===== config.mk =====
export PLATFORM = sky130hd
export DESIGN_NAME = mux_bus_port
export DESIGN_NICKNAME = d
export VERILOG_FILES = /design/src/rtl/mbp_pkg.sv /design/src/rtl/mbp_sync.sv /design/src/rtl/mbp_ctrl.sv /design/src/rtl/mbp_regbank.sv /design/src/rtl/mux_bus_port.sv
export SDC_FILE = /design/constraint.sdc
export NUM_CORES = 1
export LEC_CHECK = 0
export BUFFER_PORTS_ARGS = -buffer_cell sky130_fd_sc_hd__clkbuf_2
export CORE_ASPECT_RATIO = 1.75
export CORE_MARGIN = 3
export CORE_UTILIZATION = 57
export DETAILED_ROUTE_END_ITERATION = 7
export PLACE_DENSITY = 0.78
export SLEW_MARGIN = 5
export SYNTH_ARGS = -nofsm -noshare
export SYNTH_HDL_FRONTEND = slang
export SYNTH_SLANG_ARGS = --single-unit

===== constraint.sdc =====
create_clock -name clk -period 3.05 [get_ports clk]
set_clock_uncertainty 0.15 [all_clocks]
set_input_delay 0.305 -clock clk [delete_from_list [all_inputs] [get_ports clk]]
set_output_delay 0.305 -clock clk [all_outputs]
set_load 0.005 [all_outputs]

===== src/rtl/mbp_pkg.sv =====
package mbp_pkg;

    typedef enum logic [1:0] {
        ST_IDLE,
        ST_READ,
        ST_WRITE,
        ST_RECOVER
    } port_state_t;

    localparam logic MODE_SPLIT  = 1'b0;
    localparam logic MODE_STROBE = 1'b1;

endpackage


===== src/rtl/mbp_sync.sv =====
module mbp_sync #(
    parameter int W      = 12,
    parameter int STAGES = 2,
    parameter logic [W-1:0] RST_VAL = '0
) (
    input  logic         clk,
    input  logic         rst_n,
    input  logic [W-1:0] d_i,
    output logic [W-1:0] q_o
);

    logic [W-1:0] chain [STAGES];

    generate
        for (genvar s = 0; s < STAGES; s++) begin : g_stage
            if (s == 0) begin : g_first
                always_ff @(posedge clk or negedge rst_n) begin
                    if (!rst_n) chain[s] <= RST_VAL;
                    else        chain[s] <= d_i;
                end
            end else begin : g_next
                always_ff @(posedge clk or negedge rst_n) begin
                    if (!rst_n) chain[s] <= RST_VAL;
                    else        chain[s] <= chain[s-1];
                end
            end
        end
    endgenerate

    assign q_o = chain[STAGES-1];

endmodule


===== src/rtl/mbp_ctrl.sv =====
module mbp_ctrl
    import mbp_pkg::*;
#(
    parameter int W = 8
) (
    input  logic         clk,
    input  logic         rst_n,
    input  logic         mode_i,
    input  logic         s_ale,
    input  logic         s_cs_n,
    input  logic         s_rd_n,
    input  logic         s_wr_n,
    input  logic [W-1:0] s_ad,
    output logic [W-1:0] addr_q,
    output logic         oe_o,
    output logic         wr_stb_o,
    output logic [W-1:0] wr_addr_o,
    output logic [W-1:0] wr_data_o
);

    port_state_t  st_q, st_d;
    logic         ale_d;
    logic         rd_cond, wr_cond, quiet;
    logic [W-1:0] wdata_q;

    // access decode from synchronized pins
    always_comb begin
        if (mode_i == MODE_STROBE) begin
            rd_cond = !s_cs_n && !s_rd_n && s_wr_n;
            wr_cond = !s_cs_n && !s_rd_n && !s_wr_n;
            quiet   = s_cs_n || s_rd_n;
        end else begin
            rd_cond = !s_cs_n && !s_rd_n;
            wr_cond = !s_cs_n && !s_wr_n;
            quiet   = s_cs_n || (s_rd_n && s_wr_n);
        end
    end

    // next state
    always_comb begin
        st_d = st_q;
        unique case (st_q)
            ST_IDLE: begin
                if (wr_cond)      st_d = ST_WRITE;
                else if (rd_cond) st_d = ST_READ;
            end
            ST_READ: begin
                if (!rd_cond)     st_d = ST_IDLE;
            end
            ST_WRITE: begin
                if (!wr_cond)     st_d = ST_RECOVER;
            end
            ST_RECOVER: begin
                if (quiet)        st_d = ST_IDLE;
            end
            default:              st_d = ST_IDLE;
        endcase
    end

    // state register
    always_ff @(posedge clk or negedge rst_n) begin
        if (!rst_n) st_q <= ST_IDLE;
        else        st_q <= st_d;
    end

    // address latch on falling edge of the synchronized address strobe
    always_ff @(posedge clk or negedge rst_n) begin
        if (!rst_n) begin
            ale_d  <= 1'b0;
            addr_q <= '0;
        end else begin
            ale_d <= s_ale;
            if (ale_d && !s_ale) addr_q <= s_ad;
        end
    end

    // registered outputs
    always_ff @(posedge clk or negedge rst_n) begin
        if (!rst_n) begin
            wdata_q   <= '0;
            wr_stb_o  <= 1'b0;
            wr_addr_o <= '0;
            wr_data_o <= '0;
        end else begin
            if (st_d == ST_WRITE) wdata_q <= s_ad;
            wr_stb_o <= (st_q == ST_WRITE) && (st_d == ST_RECOVER);
            if ((st_q == ST_WRITE) && (st_d == ST_RECOVER)) begin
                wr_addr_o <= addr_q;
                wr_data_o <= wdata_q;
            end
        end
    end

    assign oe_o = (st_q == ST_READ);

endmodule


===== src/rtl/mbp_regbank.sv =====
module mbp_regbank #(
    parameter int W         = 8,
    parameter int NUM_REGS  = 4,
    parameter int BASE_ADDR = 16
) (
    input  logic         clk,
    input  logic         rst_n,
    input  logic         wr_stb_i,
    input  logic [W-1:0] wr_addr_i,
    input  logic [W-1:0] wr_data_i,
    input  logic [W-1:0] rd_addr_i,
    output logic [W-1:0] rd_data_o
);

    logic [W-1:0] regs [NUM_REGS];

    generate
        for (genvar g = 0; g < NUM_REGS; g++) begin : g_reg
            localparam logic [W-1:0] MY_ADDR = W'(BASE_ADDR + g);
            always_ff @(posedge clk or negedge rst_n) begin
                if (!rst_n)
                    regs[g] <= '0;
                else if (wr_stb_i && (wr_addr_i == MY_ADDR))
                    regs[g] <= wr_data_i;
            end
        end
    endgenerate

    always_comb begin
        rd_data_o = '0;
        for (int i = 0; i < NUM_REGS; i++) begin
            if (rd_addr_i == W'(BASE_ADDR + i)) rd_data_o = regs[i];
        end
    end

endmodule


===== src/rtl/mux_bus_port.sv =====
module mux_bus_port #(
    parameter int W         = 8,
    parameter int SYNC_LEN  = 2,
    parameter int NUM_REGS  = 4,
    parameter int BASE_ADDR = 16
) (
    input  logic         clk,
    input  logic         rst_n,
    input  logic         mode_i,
    input  logic         ale_i,
    input  logic         cs_n_i,
    input  logic         rd_n_i,
    input  logic         wr_n_i,
    input  logic [W-1:0] ad_i,
    output logic [W-1:0] ad_o,
    output logic         ad_oe_o,
    output logic         wr_stb_o,
    output logic [W-1:0] wr_addr_o,
    output logic [W-1:0] wr_data_o
);

    localparam int SW = W + 4;
    localparam logic [SW-1:0] PIN_IDLE = {1'b0, 1'b1, 1'b1, 1'b1, {W{1'b0}}};

    logic [SW-1:0] pins_s;
    logic          s_ale, s_cs_n, s_rd_n, s_wr_n;
    logic [W-1:0]  s_ad;
    logic [W-1:0]  addr_q;
    logic [W-1:0]  rdata;

    mbp_sync #(.W(SW), .STAGES(SYNC_LEN), .RST_VAL(PIN_IDLE)) u_sync (
        .clk   (clk),
        .rst_n (rst_n),
        .d_i   ({ale_i, cs_n_i, rd_n_i, wr_n_i, ad_i}),
        .q_o   (pins_s)
    );

    assign {s_ale, s_cs_n, s_rd_n, s_wr_n, s_ad} = pins_s;

    mbp_ctrl #(.W(W)) u_ctrl (
        .clk       (clk),
        .rst_n     (rst_n),
        .mode_i    (mode_i),
        .s_ale     (s_ale),
        .s_cs_n    (s_cs_n),
        .s_rd_n    (s_rd_n),
        .s_wr_n    (s_wr_n),
        .s_ad      (s_ad),
        .addr_q    (addr_q),
        .oe_o      (ad_oe_o),
        .wr_stb_o  (wr_stb_o),
        .wr_addr_o (wr_addr_o),
        .wr_data_o (wr_data_o)
    );

    mbp_regbank #(.W(W), .NUM_REGS(NUM_REGS), .BASE_ADDR(BASE_ADDR)) u_bank (
        .clk       (clk),
        .rst_n     (rst_n),
        .wr_stb_i  (wr_stb_o),
        .wr_addr_i (wr_addr_o),
        .wr_data_i (wr_data_o),
        .rd_addr_i (addr_q),
        .rd_data_o (rdata)
    );

    assign ad_o = ad_oe_o ? rdata : '0;

endmodule


# Word level (Yosys, flattened, before mapping)
# Index checks and enable logic that the tools add are counted.
[word_totals]
romBits = 0
wordCells = 58
mem_count = 0
mem_bits_rw = 0
latch_bits = 0
input_bits = 15
out_inout_bits = 26
ff_bits = 92
[classes]
muxes = 14
reduce_logical = 18
mul = 0
add_sub_neg = 0
bitwise = 0
div_mod_pow = 0
n_lt_le_gt_ge = 0
shift = 0
n_eq_ne = 13
[ops]
columns = ["operator", "n"]
rows = [
  ["8-bit by 5-bit equality test with 1-bit output, second input constant", 8],
  ["8-bit 2-to-1 mux", 5],
  ["1-bit logical AND", 11],
  ["2-bit 2-to-1 mux", 5],
  ["2-bit equality test, second input constant", 4],
  ["2-bit case mux with 4 select lines", 1],
  ["1-bit logical NOT", 4],
  ["1-bit 2-to-1 mux", 3],
  ["2-bit by 1-bit equality test with 1-bit output, second input constant", 1],
  ["2-bit logical NOT", 1],
  ["1-bit logical OR", 2],
]

# Longest topological paths before layout
# Gate-level depths: netlist (run 1).
[logic_depth]
depth_word = 9
mapped_depth = 5
depth_no_buf = 4

# Cells and area by module
# A second synthesis (run 1) with hierarchy kept.
[hier_totals]
hier_cells = 241
area_unflattened_um2 = 3708.6
[by_module_without_submodules]
columns = ["module", "area_per_inst_um2", "cells_per_inst", "instances"]
rows = [
  ["mbp_regbank", 1520.2, 92, 1],
  ["mbp_ctrl", 1440.1, 105, 1],
  ["mbp_sync", 698.2, 36, 1],
  ["mux_bus_port", 50.0, 8, 1],
]

# Least setup slack after synthesis (run 1)
# Ideal clock, no wire load.
[synth_path]
kind = "flip-flop to flip-flop"
start = "reg u_ctrl.wr_addr_o[3]"
end = "reg u_bank.regs[24] in the netlist's numbering"
period_less_slack_ns = 2.284
slack_ns = 0.766
stages_incl_launch_ff = 5
path_buffers = 0
arrival_time_ns = 2.009
cell_sequence = "dfrtp_1 > or4b_1 > nor4b_4 > nor3b_4 > mux2_2"
[synth_between]
elab_chain_cells = 2
[synth_rtl]
columns = ["item", "line_no", "rtl"]
rows = [
  ["start, declared", "mbp_ctrl.sv:17", "output logic [W-1:0] wr_addr_o,"],
  ["start signal, assigned", "mbp_ctrl.sv:88", "wr_addr_o <= addr_q;"],
  ["8-bit by 5-bit equality test with 1-bit output", "mbp_regbank.sv:23", "else if (wr_stb_i && (wr_addr_i == MY_ADDR))"],
  ["1-bit logical AND", "mbp_regbank.sv:23", ""],
  ["end signal, assigned by index", "mbp_regbank.sv:24", "regs[g] <= wr_data_i;"],
  ["end, declared", "mbp_regbank.sv:15", "logic [W-1:0] regs [NUM_REGS];"],
]
# Every way passes these cells.
# A chain may end at the register's enable or synchronous reset.

# Worst setup path after layout (run 1)
[layout_path]
start = "reg u_ctrl.wr_addr_o[2]"
end = "reg u_bank.regs[28] in the netlist's numbering"
# Same word-level chain as after synthesis.

==> qor.txt, run 1 <==
Crit path time final: 2493 ps
Htree depth: 3
CP bufs+invs: 0
IO Port Bufs: 40
Fin nets: 277
Post-synth top area share: 62.14%
Worst path cell trace: or4b_1, nor4b_4, nor3b_4, mux2_2
Yosys warns: 0
Worst min path class: in -> async
CP Class: reg -> reg
WL final: 5465 um
Required @ worst endpoint: 3130 ps
RSZ-0062 raised after global routing: false
Async S/R FF share, synth: 100.0%
Lkg Pwr: 1.898 nW
Max Fclk: 401.1 MHz
Die Height: 109.1 um
1st-pass router iterations: 4
Crit path max-delay cell type: or4b_1
CTS max path bufs: 2
Worst-Margin Slew: 1092 ps
Wire length per cell: 15.84 um
Prevailing post-synth register cell: dfrtp_1
Dpl hpwl: 3714 um
CP Launch Type: flip-flop
Critical path fanouts, max: 8
Mapped cell area: 3463 um^2
Max IR drop VDD: 485.2 uV
Synth Area per Inst: 17.06 um^2
Worst reg2reg endpoint: u_bank.regs[28]
Global-route wire length before repair: 9390 um
TritonCTS Buffers: 9
Max cap viols: 0
Period Utilization, post-route: 81.75%
Synthesis-to-layout area growth: 17.59%
Cell Rows: 37
Worst-path clk slew: 80 ps
EDFF count, synth: 0
Routability cong.: 0.7373
Most common cell in the netlist: dfrtp_1
# DRC: 0
Reg2Reg Setup Slack: 560 ps
Critical Path Sink Type: flip-flop
Grt ovf: 0
Slew Viols, Final: 0
Hold_buf cts: 12
CP peak stage delay: 560 ps
DRT antenna net count: 0
Synth Net Count: 218
Antenna Cells: 0
Worst R2R Path Depth: 4
Vias per cell: 5.348
TritonCTS clock tree: yes
Via count: 1845
Status: completed
Post_cts resized: 0
Fin util: 69.27%
Layout cells sized above 1: 50.56%
DRT iter0 DRCs: 73
Core area: 5879 um^2
IO Count: 41
Dpl ws: 521.7 ps
Clock Latency Late Sink: 340 ps
Register area share after synthesis: 66.69%
Yosys cell types: 22
Setup ws final: 556.7 ps
Delay-heaviest family, CP: simple AND/OR/NAND/NOR gates
Power Dens Cells: 793.5 nW/um^2
Hold Violations, Final: 0
Fillcell total: 420
Setup Viol. Count Final: 0
Clk sinks: 92
Total track usage: 18.29%
Worst reg2reg startpoint: u_ctrl.wr_addr_o[2]
Post-CTS Setup Repair Bufs: 0
Arrival time worst endpoint: 2580 ps
Die area: 7084 um^2
Initial core utilization: 58.91%
Synthesis-stage register bit count: 92
Top cells by area, synth: dfrtp_1 62%, mux2_2 21%, mux4_2 5.2%, dfstp_2 4.6%, nor2b_1 2.0%
Root buffer cell: clkbuf_8
Critical path depth: 4
Mapped Cells: 203
Antenna violations before repair: 0
Largest net degree at the start of global routing: 93
Area leader, netlist: dfrtp_1
Number of global-route vias before repair: 1902
Leading cell types by count after synthesis: 86 x dfrtp_1, 64 x mux2_2, 11 x nor2b_1, 8 x mux4_2, 6 x dfstp_2
Worst slew margin: 27.21%
Setup TNS Final: 0 ps
Die width: 64.93 um
[kinds of logic after synthesis]
kind of cell / share of synthesized area [%]
flip-flops: 66.69
multiplexers: 26.01
AND/OR/NAND/NOR: 5.202
AO/OA/AOI/OAI: 1.337
buffers and inverters: 0.7588
[final cells by class]
| cell class | count | area, um^2 | area share [%] |
|---|---|---|---|
| Clock buffer | 16 | 200.2 | 4.916 |
| Timing Repair Buffer | 53 | 330.3 | 8.111 |
| Sequential cell | 92 | 2310 | 56.71 |
| Inverter | 2 | 7.507 | 0.1843 |
| Tap cell | 78 | 97.59 | 2.396 |
| Multi-Input combinational cell | 104 | 1127 | 27.68 |
[flip-flops by register name (all words and copies together), names as in the netlist]
register / flops
u_bank.regs: 32
u_ctrl.addr_q: 8
u_ctrl.ale_d: 1
u_ctrl.st_q: 2
u_ctrl.wdata_q: 8
u_ctrl.wr_addr_o: 8
u_ctrl.wr_data_o: 8
u_ctrl.wr_stb_o: 1
u_sync.chain: 12
u_sync.q_o: 12
[per-layer routing]
layer  track usage (%)  vias up  part of all wire (%)
li1                  -      850                     -
met1             22.35      952                    40
met2             29.60       36                    53
met3             4.639        7                   4.2
met4             9.985        0                   2.1
met5                 0        -                     0
[cells in the final DEF (no fill, tap or decap), drive strengths merged, types with 2 or more instances in the layout]
cell type | Yosys | final
a21oi | 2 | 2
buf | 0 | 2
clkbuf | 5 | 55
dfrtp | 86 | 86
dfstp | 6 | 6
dlygate4sd3 | 0 | 12
inv | 2 | 2
mux2 | 64 | 64
mux4 | 8 | 8
nand2 | 2 | 2
nand2b | 2 | 2
nand3b | 2 | 2
nor2b | 11 | 11
o21ai | 3 | 3
[report_power, final]
| group | switching [W] | internal, W | total, W |
|---|---|---|---|
| clock network | 0.000369 | 0.000409 | 0.000779 |
| logic | 0.000226 | 0.000431 | 0.000657 |
| registers | 0.000270 | 0.00153 | 0.00180 |
| total | 0.000866 | 0.00237 | 0.00323 |
[worst max path at each step]
stage | endpoint | start
after floorplan | u_bank.regs[24] | u_ctrl.wr_addr_o[3]
after global placement | u_bank.regs[25] | u_ctrl.wr_addr_o[2]
after detailed placement | u_bank.regs[28] | u_ctrl.wr_addr_o[2]
after CTS | u_bank.regs[28] | u_ctrl.wr_addr_o[2]
after global routing | u_bank.regs[28] | u_ctrl.wr_addr_o[3]
final | u_bank.regs[28] | u_ctrl.wr_addr_o[2]
[stage by stage]
step                cells  hold WS, ps  power (W)  instance area (um^2)
finish                345        3.208   0.003232                  4073
CTS                   345        43.81   0.003285                  4073
floorplan             203       -140.6   0.002186                  3463
global route          345        72.27   0.003442                  4073
detailed placement    317        184.7   0.002480                  3752
global placement      317        181.7   0.002448                  3752
Note: power is estimated with default switching activity, not from simulation.
==> run 2: changes to the inputs <==
--- a/config.mk
+++ b/config.mk
@@ -5,6 +5,7 @@
 export SDC_FILE = /design/constraint.sdc
 export NUM_CORES = 1
 export LEC_CHECK = 0
+export ABC_AREA = 1
 export BUFFER_PORTS_ARGS = -buffer_cell sky130_fd_sc_hd__clkbuf_2
 export CORE_ASPECT_RATIO = 1.75
 export CORE_MARGIN = 3
==> constraint.sdc (replaced) <==
create_clock -name clk -period 2.5 [get_ports clk]
set_clock_uncertainty 0.15 [all_clocks]
set_input_delay 0.25 -clock clk [delete_from_list [all_inputs] [get_ports clk]]
set_output_delay 0.25 -clock clk [all_outputs]
set_load 0.005 [all_outputs]
==> qor.txt, run 2 <==
Status: completed
Dpl hpwl: 5197 um
Worst-path clk slew: 80 ps
Largest register by flop count: u_bank.regs
Lkg Pwr: 2.136 nW
Clock Latency Late Sink: 350 ps
Pint: 0.002776 W
Worst slew margin: 51.45%
Register area share after synthesis: 63.00%
Setup ws final: 191.8 ps
Arrival time worst endpoint: 1910 ps
Leading cell types by count after synthesis: 88 x nand2_1, 86 x dfrtp_1, 40 x o21ai_0, 36 x inv_1
Mapped cell area: 3666 um^2
Post-synth top area share: 58.70%
WL final: 7243 um
Register Area: 2310 um^2
Area occupied by multi-input gates: 1125 um^2
Yosys cell types: 20
Reg2Reg Setup Slack: 770 ps
Critical Path Sink Type: output port
Setup Viol. Count Final: 0
CTS max path bufs: 2
IO Port Bufs: 40
Clock share of power: 25.9%
Initial core utilization: 58.86%
Wire length per cell: 14.06 um
Prevailing post-synth register cell: dfrtp_1
Required @ worst endpoint: 2100 ps
Total track usage: 21.79%
Hold Violations, Final: 0
Crit path time final: 2308 ps
Worst R2R Path Depth: 6
Antenna Cells: 0
Worst min path class: in -> reg
Number of global-route vias before repair: 2513
Slew Viols, Final: 0
Core area: 6228 um^2
Via count: 2677
Total net switching power: 0.001310 W
Period Utilization, post-route: 92.33%
Layout cells sized above 1: 22.53%
Area leader, netlist: dfrtp_1
Clk sinks: 92
DRT antenna net count: 0
CP Class: reg -> out
Worst setup endpoint: ad_o[6]
Largest net degree at the start of global routing: 58
Async S/R FF share, synth: 100.0%
Most common cell after layout, fill and taps aside: nand2_1
Global-route wire length before repair: 12000 um
Antenna violations before repair: 0
Root buffer cell: clkbuf_8
Die width: 66.63 um
1st-pass router iterations: 4
Worst reg2reg endpoint: u_bank.regs[27]
DRT iter0 DRCs: 233
Critical path fanouts, max: 8
Synthesis-stage register bit count: 92
Synth Area per Inst: 9.908 um^2
IO Count: 41
Critical path launch point: u_ctrl.addr_q[1]
Critical path depth: 8
Max Fclk: 433.2 MHz
Most frequent cells in the layout: 88 x nand2_1, 86 x dfrtp_1, 40 x o21ai_0
Delay-heaviest family, CP: simple AND/OR/NAND/NOR gates
Mapped Cells: 370
Top cells by area, synth: dfrtp_1 59%, nand2_1 9.0%, o21ai_0 5.5%, dfstp_2 4.3%, inv_1 3.7%
Power Dens Cells: 950.3 nW/um^2
Max cap viols: 0
Yosys warns: 0
Die area: 7468 um^2
Worst path cell trace: inv_1, nand2_1, nor2_2, nand3_1, nand2_1, nor2_1, nor2_1, clkbuf_2
Vias per cell: 5.198
Sequential Power Share: 50.8%
Most common cell in the netlist: nand2_1
Die Height: 112.1 um
TritonCTS Buffers: 9
Dpl ws: 584.1 ps
Sw frac: 32.05%
Total power draw: 0.004086 W
Routability cong.: 0.8178
Fin nets: 445
Worst-Margin Slew: 728.2 ps
Fillcell total: 502
Worst reg2reg startpoint: u_ctrl.wr_addr_o[7]
Htree depth: 3
TritonCTS clock tree: yes
CP peak stage delay: 410 ps
Cell Rows: 38
Largest register FFs: 32
CP bufs+invs: 2
Synth Net Count: 385
Synthesis-to-layout area growth: 17.27%
Crit path max-delay cell type: dfrtp_1
CP Launch Type: flip-flop
Max IR drop VDD: 549.9 uV
Grt ovf: 0
RSZ-0062 raised after global routing: false
Setup TNS Final: 0 ps
Logic gate share of total power: 23.2%
# DRC: 0
EDFF count, synth: 0
run 2: cell count changes in the layout (fill, tap and decap cells not counted), sizes merged, moves of 3 or more:
| cell | change |
|---|---|
| buf | +6 |
| clkbuf | -5 |
| clkinv | +3 |
| inv | +38 |
| mux2 | -64 |
| mux4 | -8 |
| nand2 | +86 |
| nand3 | +28 |
| nor2 | +27 |
| nor2b | -11 |
| o211ai | +6 |
| o21ai | +70 |
run 2: tightest hold or removal path, delay by kind of cell:
kind / cells / cell delay, ps
AOI/OAI and AO/OA: 1 / 80
buffers and inverters: 1 / 90
and+or+nand+nor: 2 / 130
run 2: cell type report:
cell class                 count  area share, %
sequential                    92          53.73
multi-input combinational    227          26.16
tap                           80          2.328
inverter                      40          3.492
timing repair buffer          60          9.255
clock inverter                 5          1.746
clock buffer                  11          3.289
run 2: cells by family (layout without fill, tap and decap cells):
group                  Yosys count  count (layout)  share of synthesized area [%]
AND/OR/NAND/NOR                146             146                          17.78
flip-flops                      92              92                          63.00
AO/OA/AOI/OAI                   81              81                          12.90
buffers and inverters           51             116                          6.314
run 2: power by group through the flow:
stage          combinational (W)  sequential (W)  clock, W
2_1_floorplan           0.000609         0.00206         0
3_3_place_gp            0.000912         0.00208         0
3_5_place_dp            0.000940         0.00210         0
4_1_cts                 0.000960         0.00208   0.00108
5_1_grt                  0.00108         0.00212   0.00114
6_report                0.000949         0.00208   0.00106
run 2: worst min-delay path by stage:
stage,start,endpoint,slack (ps),cells past startpoint
after floorplan,rst_n,u_bank.regs[0],-200,0
after global placement,u_sync.chain[19],u_sync.q_o[7],180,0
after detailed placement,u_sync.chain[16],u_sync.q_o[4],190,0
after CTS,mode_i,u_ctrl.st_q[0],80,4
after global routing,mode_i,u_ctrl.st_q[0],160,4
final,mode_i,u_ctrl.st_q[0],100,4
run 2: what timing repair did:
| action | CTS | global route |
|---|---|---|
| buffers inserted | 0 | 3 |
| hold buffers | 13 | 0 |
| hold endpoints to repair | 62 | 0 |
| setup endpoints to repair | 0 | 1 |
| resized for setup | 0 | 0 |
run 2: metrics by stage:
step / instances / hold slack (ps) / util (%) / area, um^2
2_1_floorplan: 370 / -195.6 / - / 3666
3_3_place_gp: 483 / 182.9 / 63.10 / 3930
3_5_place_dp: 483 / 185.6 / 63.10 / 3930
4_1_cts: 512 / 84.39 / 68.66 / 4277
5_1_grt: 515 / 159.9 / 69.02 / 4299
6_report: 515 / 101.2 / 69.02 / 4299
run 2: routing by layer:
layer  GRT usage (%)  part of all wire (%)
met1           24.90                    38
met2           38.06                    56
met3           4.104                   3.9
met4           10.45                   2.5
met5               0                     0
